--- src/rtl/sync_extract_pkg.sv ---
package sync_extract_pkg;
  typedef enum logic {
    ST_HUNT    = 1'b0,
    ST_CAPTURE = 1'b1
  } ext_state_e;
endpackage

--- src/rtl/sx_window.sv ---
module sx_window #(
  parameter int unsigned         SYNC_BITS = 16,
  parameter logic [SYNC_BITS-1:0] SYNC_WORD = 16'h56CB
) (
  input  logic       clk_i,
  input  logic       rst_ni,
  input  logic       valid_i,
  input  logic [1:0] dibit_i,
  output logic       match_o
);
  logic [SYNC_BITS-1:0] win_q, win_d;

  assign win_d   = {win_q[SYNC_BITS-3:0], dibit_i};
  assign match_o = valid_i && (win_d == SYNC_WORD);

  always_ff @(posedge clk_i or negedge rst_ni) begin
    if (!rst_ni)      win_q <= '0;
    else if (valid_i) win_q <= win_d;
  end

  assert_idle_hold_R4: assert property (@(posedge clk_i) disable iff (!rst_ni)
    !valid_i |=> $stable(win_q));
endmodule

--- src/rtl/sx_frame_ctrl.sv ---
module sx_frame_ctrl
  import sync_extract_pkg::*;
#(
  parameter int unsigned PAYLOAD_SYMS = 1092
) (
  input  logic clk_i,
  input  logic rst_ni,
  input  logic valid_i,
  input  logic match_i,
  output logic start_o,
  output logic capture_o,
  output logic last_o
);
  localparam int unsigned CNT_W = $clog2(PAYLOAD_SYMS);

  ext_state_e       state_q;
  logic [CNT_W-1:0] cnt_q;

  assign capture_o = (state_q == ST_CAPTURE);
  assign start_o   = (state_q == ST_HUNT) && match_i;
  assign last_o    = capture_o && valid_i && (cnt_q == CNT_W'(PAYLOAD_SYMS - 1));

  always_ff @(posedge clk_i or negedge rst_ni) begin
    if (!rst_ni) begin
      state_q <= ST_HUNT;
      cnt_q   <= '0;
    end else if (start_o) begin
      state_q <= ST_CAPTURE;
      cnt_q   <= '0;
    end else if (capture_o && valid_i) begin
      if (last_o) begin
        state_q <= ST_HUNT;
        cnt_q   <= '0;
      end else begin
        cnt_q <= cnt_q + 1'b1;
      end
    end
  end

  assert_cnt_bound_R5: assert property (@(posedge clk_i) disable iff (!rst_ni)
    capture_o |-> (cnt_q < CNT_W'(PAYLOAD_SYMS)));
  assert_hunt_cnt_zero_R9: assert property (@(posedge clk_i) disable iff (!rst_ni)
    !capture_o |-> (cnt_q == '0));
  assert_capture_idle_R4: assert property (@(posedge clk_i) disable iff (!rst_ni)
    (capture_o && !valid_i) |=> (capture_o && $stable(cnt_q)));
endmodule

--- src/rtl/sx_char_packer.sv ---
module sx_char_packer #(
  parameter int unsigned CHAR_BITS = 7
) (
  input  logic                 clk_i,
  input  logic                 rst_ni,
  input  logic                 clear_i,
  input  logic                 shift_i,
  input  logic [1:0]           dibit_i,
  output logic [CHAR_BITS-1:0] char_o,
  output logic                 char_valid_o
);
  localparam int unsigned NW = $clog2(CHAR_BITS + 1);

  logic [CHAR_BITS-1:0] acc_q, acc_d, ch_d, char_q;
  logic [NW-1:0]        n_q, n_d;
  logic                 emit_d, cv_q;

  // two bits per dibit, high bit first; at most one char completes
  always_comb begin
    acc_d  = acc_q;
    n_d    = n_q;
    emit_d = 1'b0;
    ch_d   = char_q;
    for (int i = 1; i >= 0; i--) begin
      acc_d = {acc_d[CHAR_BITS-2:0], dibit_i[i]};
      n_d   = n_d + 1'b1;
      if (n_d == NW'(CHAR_BITS)) begin
        ch_d   = acc_d;
        emit_d = 1'b1;
        n_d    = '0;
      end
    end
  end

  always_ff @(posedge clk_i or negedge rst_ni) begin
    if (!rst_ni) begin
      acc_q  <= '0;
      n_q    <= '0;
      char_q <= '0;
      cv_q   <= 1'b0;
    end else begin
      cv_q <= shift_i && emit_d;
      if (clear_i) begin
        acc_q <= '0;
        n_q   <= '0;
      end else if (shift_i) begin
        acc_q <= acc_d;
        n_q   <= n_d;
        if (emit_d) char_q <= ch_d;
      end
    end
  end

  assign char_o       = char_q;
  assign char_valid_o = cv_q;

  assert_fill_bound_R6: assert property (@(posedge clk_i) disable iff (!rst_ni)
    n_q < NW'(CHAR_BITS));
  assert_char_spacing_R7: assert property (@(posedge clk_i) disable iff (!rst_ni)
    char_valid_o |=> !char_valid_o);
  assert_char_hold_R6: assert property (@(posedge clk_i) disable iff (!rst_ni)
    !shift_i |=> $stable(char_o));
endmodule

--- src/rtl/sync_payload_extractor.sv ---
module sync_payload_extractor #(
  parameter int unsigned         SYNC_BITS    = 16,
  parameter logic [SYNC_BITS-1:0] SYNC_WORD    = 16'h56CB,
  parameter int unsigned         PAYLOAD_SYMS = 1092,
  parameter int unsigned         CHAR_BITS    = 7
) (
  input  logic                 clk_i,
  input  logic                 rst_ni,
  input  logic [1:0]           dibit_i,
  input  logic                 dibit_valid_i,
  output logic [CHAR_BITS-1:0] char_o,
  output logic                 char_valid_o,
  output logic                 sync_found_o,
  output logic                 frame_done_o
);
  localparam int unsigned PAYLOAD_BITS = PAYLOAD_SYMS * 2;
  localparam int unsigned NUM_CHARS    = PAYLOAD_BITS / CHAR_BITS;
  localparam int unsigned CC_W         = $clog2(NUM_CHARS + 1);

  logic match, start, capture, last;
  logic sync_q, done_q;

  sx_window #(.SYNC_BITS(SYNC_BITS), .SYNC_WORD(SYNC_WORD)) u_window (
    .clk_i   (clk_i),
    .rst_ni  (rst_ni),
    .valid_i (dibit_valid_i),
    .dibit_i (dibit_i),
    .match_o (match)
  );

  sx_frame_ctrl #(.PAYLOAD_SYMS(PAYLOAD_SYMS)) u_ctrl (
    .clk_i     (clk_i),
    .rst_ni    (rst_ni),
    .valid_i   (dibit_valid_i),
    .match_i   (match),
    .start_o   (start),
    .capture_o (capture),
    .last_o    (last)
  );

  sx_char_packer #(.CHAR_BITS(CHAR_BITS)) u_packer (
    .clk_i        (clk_i),
    .rst_ni       (rst_ni),
    .clear_i      (start),
    .shift_i      (capture && dibit_valid_i),
    .dibit_i      (dibit_i),
    .char_o       (char_o),
    .char_valid_o (char_valid_o)
  );

  always_ff @(posedge clk_i or negedge rst_ni) begin
    if (!rst_ni) begin
      sync_q <= 1'b0;
      done_q <= 1'b0;
    end else begin
      sync_q <= start;
      done_q <= last;
    end
  end

  assign sync_found_o = sync_q;
  assign frame_done_o = done_q;

  // characters seen since the last sync pulse
  logic [CC_W-1:0] chars_seen_q;
  always_ff @(posedge clk_i or negedge rst_ni) begin
    if (!rst_ni)           chars_seen_q <= '0;
    else if (sync_found_o) chars_seen_q <= '0;
    else if (char_valid_o) chars_seen_q <= chars_seen_q + 1'b1;
  end

  assert_done_with_char_R8: assert property (@(posedge clk_i) disable iff (!rst_ni)
    frame_done_o |-> char_valid_o);
  assert_done_count_R8: assert property (@(posedge clk_i) disable iff (!rst_ni)
    frame_done_o |-> (chars_seen_q == CC_W'(NUM_CHARS - 1)));
  assert_no_sync_with_char_R5: assert property (@(posedge clk_i) disable iff (!rst_ni)
    !(sync_found_o && char_valid_o));
  assert_sync_pulse_R3: assert property (@(posedge clk_i) disable iff (!rst_ni)
    sync_found_o |=> !sync_found_o);
  assert_done_pulse_R8: assert property (@(posedge clk_i) disable iff (!rst_ni)
    frame_done_o |=> !frame_done_o);
endmodule

--- config.mk ---
export PLATFORM = sky130hd
export DESIGN_NAME = sync_payload_extractor
export DESIGN_NICKNAME = d
export VERILOG_FILES = /design/src/rtl/sync_extract_pkg.sv /design/src/rtl/sx_window.sv /design/src/rtl/sx_frame_ctrl.sv /design/src/rtl/sx_char_packer.sv /design/src/rtl/sync_payload_extractor.sv
export SDC_FILE = /design/constraint.sdc
export NUM_CORES = 1
export LEC_CHECK = 0
export ABC_AREA = 1
export BUFFER_PORTS_ARGS = -buffer_cell sky130_fd_sc_hd__buf_2
export CAP_MARGIN = 20
export CORE_MARGIN = 4
export CORE_UTILIZATION = 45
export DETAILED_ROUTE_END_ITERATION = 16
export SYNTH_ARGS = -nofsm -noshare
export SYNTH_HDL_FRONTEND = slang
export SYNTH_SLANG_ARGS = --single-unit
export TNS_END_PERCENT = 20
--- constraint.sdc ---
create_clock -name clk_i -period 3.2 [get_ports clk_i]
set_input_delay 0.64 -clock clk_i [delete_from_list [all_inputs] [get_ports clk_i]]
set_output_delay 0.64 -clock clk_i [all_outputs]
set_load 0.01 [all_outputs]
[After elaboration in Yosys (flattened, before gate mapping)]
Index checks and enable logic that the tools add are counted.
Cells by class
  $add $sub $neg: 3
  $mul: 0
  div/mod/pow operators: 0
  order comparisons: 0
  equal/unequal tests: 4
  shift-type cells: 0
  muxes and demuxes: 16
  bitwise gates (word level): 2
  reductions and logical operators: 10
Operators by type and width (number)
  11-bit two-way mux: 3
  16-bit by 15-bit equality test with 1-bit output, second input constant: 1
  7-bit two-way mux: 2
  3-bit two-way mux: 4
  6-bit two-way mux: 2
  11-bit by 1-bit adder with 11-bit output, second input constant: 1
  11-bit equality test, second input constant: 1
  3-bit by 1-bit adder with 3-bit output, second input constant: 2
  3-bit equality test, second input constant: 2
  2-bit nonzero test: 3
  1-bit logical AND: 5
  1-bit two-way mux: 5
  4-bit AND reduction: 1
  1-bit NOT: 2
  2-bit AND reduction: 1
Storage, ports and cells
  flip-flop bits (word level): 45
  bits in latches: 0
  bits in writable memories: 0
  memory bits (read-only): 0
  input bits: 5
  output and inout port bits: 10
  word-level logic and storage cells: 44
  memories kept: 0

[Depth between registers and ports, before layout]
  depth in word-level cells: 8
  depth in mapped cells: 12
  depth with buffers taken out: 12

[By module]
Synthesis repeated with hierarchy kept, for this count alone.
Unflattened totals
  cell total of the unflattened synthesis: 272
  area total of the unflattened synthesis: 2372.3 µm²
By module, submodules not included
  sx_char_packer: times used 1, cells an instance 110, area each 928.4 µm², seq. area each 425.4 µm²
  sx_frame_ctrl: times used 1, cells an instance 95, area each 789.5 µm², seq. area each 300.3 µm²
  sx_window: times used 1, cells an instance 63, area each 596.8 µm², seq. area each 350.3 µm²
  sync_payload_extractor: times used 1, cells an instance 4, area each 57.6 µm², seq. area each 50.0 µm²

[Least setup slack after synthesis]
OpenSTA, ideal clock, no wires.
  path kind: register to register
  from: register u_packer.n_q[0]
  to: register u_packer.char_q[4], in the netlist u_packer.char_o[4]
  setup time: 0.116 ns
  arrival: 1.429 ns
  data required time: 3.084 ns
  setup slack: 1.654 ns
  stages on the path, launching flop included: 12
  path buffers: 1
  cell sequence: dfrtp_1 -> inv_2 -> ha_1 -> inv_1 -> nand2_4 -> nand3_2 -> nand3_4 -> buf_6 -> nand2_1 -> o21ai_1 -> nand2_1 -> nand2_1
Between the ends
  word-level cells in the longest chain between the ends: 7
RTL lines
  start, declared: line sx_char_packer.sv:15  | logic [NW-1:0] n_q, n_d;
  start signal, assigned: line sx_char_packer.sv:48  | n_q <= n_d;
  3-bit by 1-bit adder with 3-bit output *: line sx_char_packer.sv:26  | n_d = n_d + 1'b1;
  3-bit equality test: line sx_char_packer.sv:27  | if (n_d == NW'(CHAR_BITS)) begin
  3-bit two-way mux: line sx_char_packer.sv:27
  3-bit by 1-bit adder with 3-bit output: line sx_char_packer.sv:26
  3-bit equality test: line sx_char_packer.sv:27
  2-bit nonzero test (no source line) or 1-bit two-way mux (tied branches)
  4-bit AND reduction (no source line)
  end signal, assigned: line sx_char_packer.sv:49  | if (emit_d) char_q <= ch_d;
  end, declared: line sx_char_packer.sv:14  | logic [CHAR_BITS-1:0] acc_q, acc_d, ch_d, char_q;
Mark *: on every way between the ends. The rest lies on a longest branch, timed or not.
A chain may end at the register's enable or synchronous reset.

[Worst setup path after layout]
  from: register u_packer.n_q[0]
  to: register u_packer.char_q[5], in the netlist u_packer.char_o[5]
Same word-level chain as after synthesis.

==> impl_results.md <==
- Hold-fix buffers, CTS: 0
- Cell internal pwr: 1140 uW
- CP max stage cell: dfrtp_1
- Synthesized flop and latch total: 45
- Setup crit start: u_packer.n_q[0]$_DFFE_PN0P_
- Die area: ~0.0067 mm2
- Register area: 0.00113 mm2
- Drt drc: 0
- WP data required: 3400 ps
- CTS max path bufs: 2
- Fillers: 525
- Share of cells above drive strength 1: 0.141
- Kind of critical path: flop to flop
- Critical path launch point type: flop
- Final setup TNS: 0 ps
- Multi-input logic area: 0.00111 mm2
- CP peak stage delay: ~440 ps
- N_diodes: 0
- PnR Total Power: 1810 uW
- Final net count: approximately 340
- Cell Rows: 26
- GR Util All Layers: 0.161
- Crit path time final: 1770 ps
- Final hold slack: 212 ps
- DR iter-0 viols: between 100 and 150
- Status: finished clean
- Drt via density: roughly 5
- Sw Share: 0.369
- Mapped Cells: 314
- Total setup buffers inserted after CTS: 0
- PostCTS Resize Cnt: 0
- H-tree lvl count: 2
- PwrDens: 671 mW/mm2
- Root Buffer: clkbuf_8
- Chip Height: 81.9 um
- CTS tree: built
- Mapped Nets: 323
- Worst-path clk slew: 90 ps
- Die X: 81.9 um
- Worst r2r src: u_packer.n_q[0]$_DFFE_PN0P_
- Worst Hold Class: primary input to asynchronous set/reset pin
- Sequential area share after synthesis: 0.458
- Slew @ Worst Pin: between 500 and 600 ps
- Final period util: 0.553
- Vias in the first global route: 1,867
- Headroom to the max-slew limit: 0.650
- Post-synth cell types: 35
- Combinational fraction of design power: 0.319
- Register-to-register setup slack: 1430 ps
- Clock Sinks: 45
- First-pass GRT wire length: 8470 um
- Overflow after GRT: 0
- Io pins: 15
- Non-Filler Instances: 396
- Wirelength per Cell: 12.0 um
- Critical path arrival: about 2000 ps
- Slew Limit Fails: 0
- Pin count of the biggest net entering global routing: 46
- Final hold violations: 0
- Clock Power Share: 0.239
- VDD IR max: 0.287 mV
- Most common cell after layout, fill and taps aside: nand2_1
- Final setup viols: 0
- Critical path peak fanout: 16
- CP endpoint kind: flop
- Routed vias: ~2,000
- Synthesized cell area: 0.00246 mm2
- F_max: 565 MHz
- Syn Area/Cell: just under 8 um2
- Clock Latency Late Sink: 300 ps
- Initial core utilization: 0.472
- DP HPWL: 3290 um
- Layout area overhead: 9.41%
- Placed Cells: 388
- Unrepaired setup endpoints after global routing: no
- Initial antenna violation count: 0
- Max-Cap Viols: 0
- CTS Buf Count: 5
- Yosys warns: 0
- Post-route ant nets: 0
- Routability congestion estimate: between 0.7 and 0.8
- Port bufs: 14
- CP dominant cell by count: nand2_2
- P_sw: 667 uW
- DRT Pass-1 Iters: 4
- Final Skew: 7.58 ps
- Leakage power: 0.00136 uW
- Core area: between 0.005 and 0.006 mm2
- Most frequent cells in the layout: nand2_1, dfrtp_1, nand3_1
- Power share of the sequential group: 0.443
- Critical path cell sequence: inv_2 -> ha_1 -> inv_1 -> nand2_4 -> nand2_2 -> nand2_2 -> nand3_4 -> nand2_2 -> nand2_4 -> inv_4 -> nand2_1 -> nand2_1
- Routed WL: 4750 um
cell usage after synthesis, drive strengths merged:
| cell | instances | area (um2) |
|---|---|---|
| a21oi | 5 | 25.0 |
| and3 | 1 | 6.26 |
| buf | 9 | 56.3 |
| clkbuf | 3 | 12.5 |
| clkinv | 2 | 7.51 |
| dfrtp | 45 | 1130 |
| ha | 4 | 50.1 |
| inv | 37 | 141 |
| mux2 | 1 | 11.3 |
| nand2 | 92 | 373 |
| nand3 | 39 | 218 |
| nand3b | 4 | 30.0 |
| nand4 | 8 | 56.3 |
| nor2 | 24 | 103 |
| nor3 | 8 | 45.0 |
| o21ai | 24 | 131 |
| o21bai | 2 | 15.0 |
| o31ai | 1 | 7.51 |
| xnor2 | 1 | 8.76 |
| xor2 | 4 | 35.0 |
cell families (layout without fill, tap and decap cells):
| logic type | Yosys count | count (layout) | synth area share |
|---|---|---|---|
| AO/OA/AOI/OAI | 32 | 32 | 0.0728 |
| XOR/XNOR | 5 | 5 | 0.0178 |
| adder cells (fa/ha/maj) | 4 | 4 | 0.0204 |
| buffers and inverters | 51 | 63 | 0.0886 |
| flip-flops | 45 | 45 | 0.458 |
| multiplexers | 1 | 1 | 0.00458 |
| AND/OR/NAND/NOR | 176 | 176 | 0.338 |
through the flow:
step / setup slack (ps) / util / instance area (um2)
global placement: 1190 / 0.492 / 2560
CTS: 1400 / 0.513 / 2670
floorplan: 1650 / - / 2460
detailed placement: 1140 / 0.492 / 2560
finish: 1430 / 0.517 / 2690
global route: 1260 / 0.517 / 2690
power by group through the flow:
stage / Sequential, uW / Clock (uW) / Combinational (uW)
final: 799 / 431 / 575
after detailed placement: 812 / 0 / 583
after global placement: 811 / 0 / 572
after CTS: 801 / 446 / 584
after global routing: 821 / 469 / 668
after floorplan: 799 / 0 / 465
layout make-up:
cell class | count | area share
Sequential cell | 45 | 0.419
Multi-Input combinational cell | 218 | 0.414
Inverter | 39 | 0.0553
Timing Repair Buffer | 17 | 0.0391
Tap cell | 70 | 0.0326
Clock buffer | 5 | 0.0256
Clock inverter | 2 | 0.0144
final timing paths:
check                                                       to  cells past startpoint
worst max-delay path            u_packer.char_o[5]$_DFFE_PN0P_                     12
worst max register to register  u_packer.char_o[5]$_DFFE_PN0P_                     12
max in group asynchronous          u_ctrl.cnt_q[2]$_DFFE_PN0P_                      2
worst min-delay path            u_packer.char_o[0]$_DFFE_PN0P_                      1
worst min register to register  u_packer.char_o[1]$_DFFE_PN0P_                      2
min in group clk_i              u_packer.char_o[1]$_DFFE_PN0P_                      2
layer usage:
layer	share of wire	wire length [um]	vias to the layer above	GRT usage
met5	0	0	-	0
met4	0.013	61	0	0.0532
met3	0.035	165	6	0.0406
met2	0.44	2080	27	0.254
met1	0.51	2440	884	0.216
li1	-	-	1031	-
worst max-delay path: cells and delay by family, from the launching register on:
| kind | cells | cell delay [ps] |
|---|---|---|
| AND/OR/NAND/NOR | 8 | 670 |
| adder cells (fa/ha/maj) | 1 | 310 |
| flip-flops | 1 | 440 |
| buffers and inverters | 3 | 250 |
flip-flops by register name (all words and copies together) (netlist names):
register,count
frame_done_o,1
sync_found_o,1
u_ctrl.capture_o,1
u_ctrl.cnt_q,11
u_packer.acc_q,6
u_packer.char_o,7
u_packer.char_valid_o,1
u_packer.n_q,3
u_window.win_q,14
Note: power is estimated with default switching activity, not from simulation.
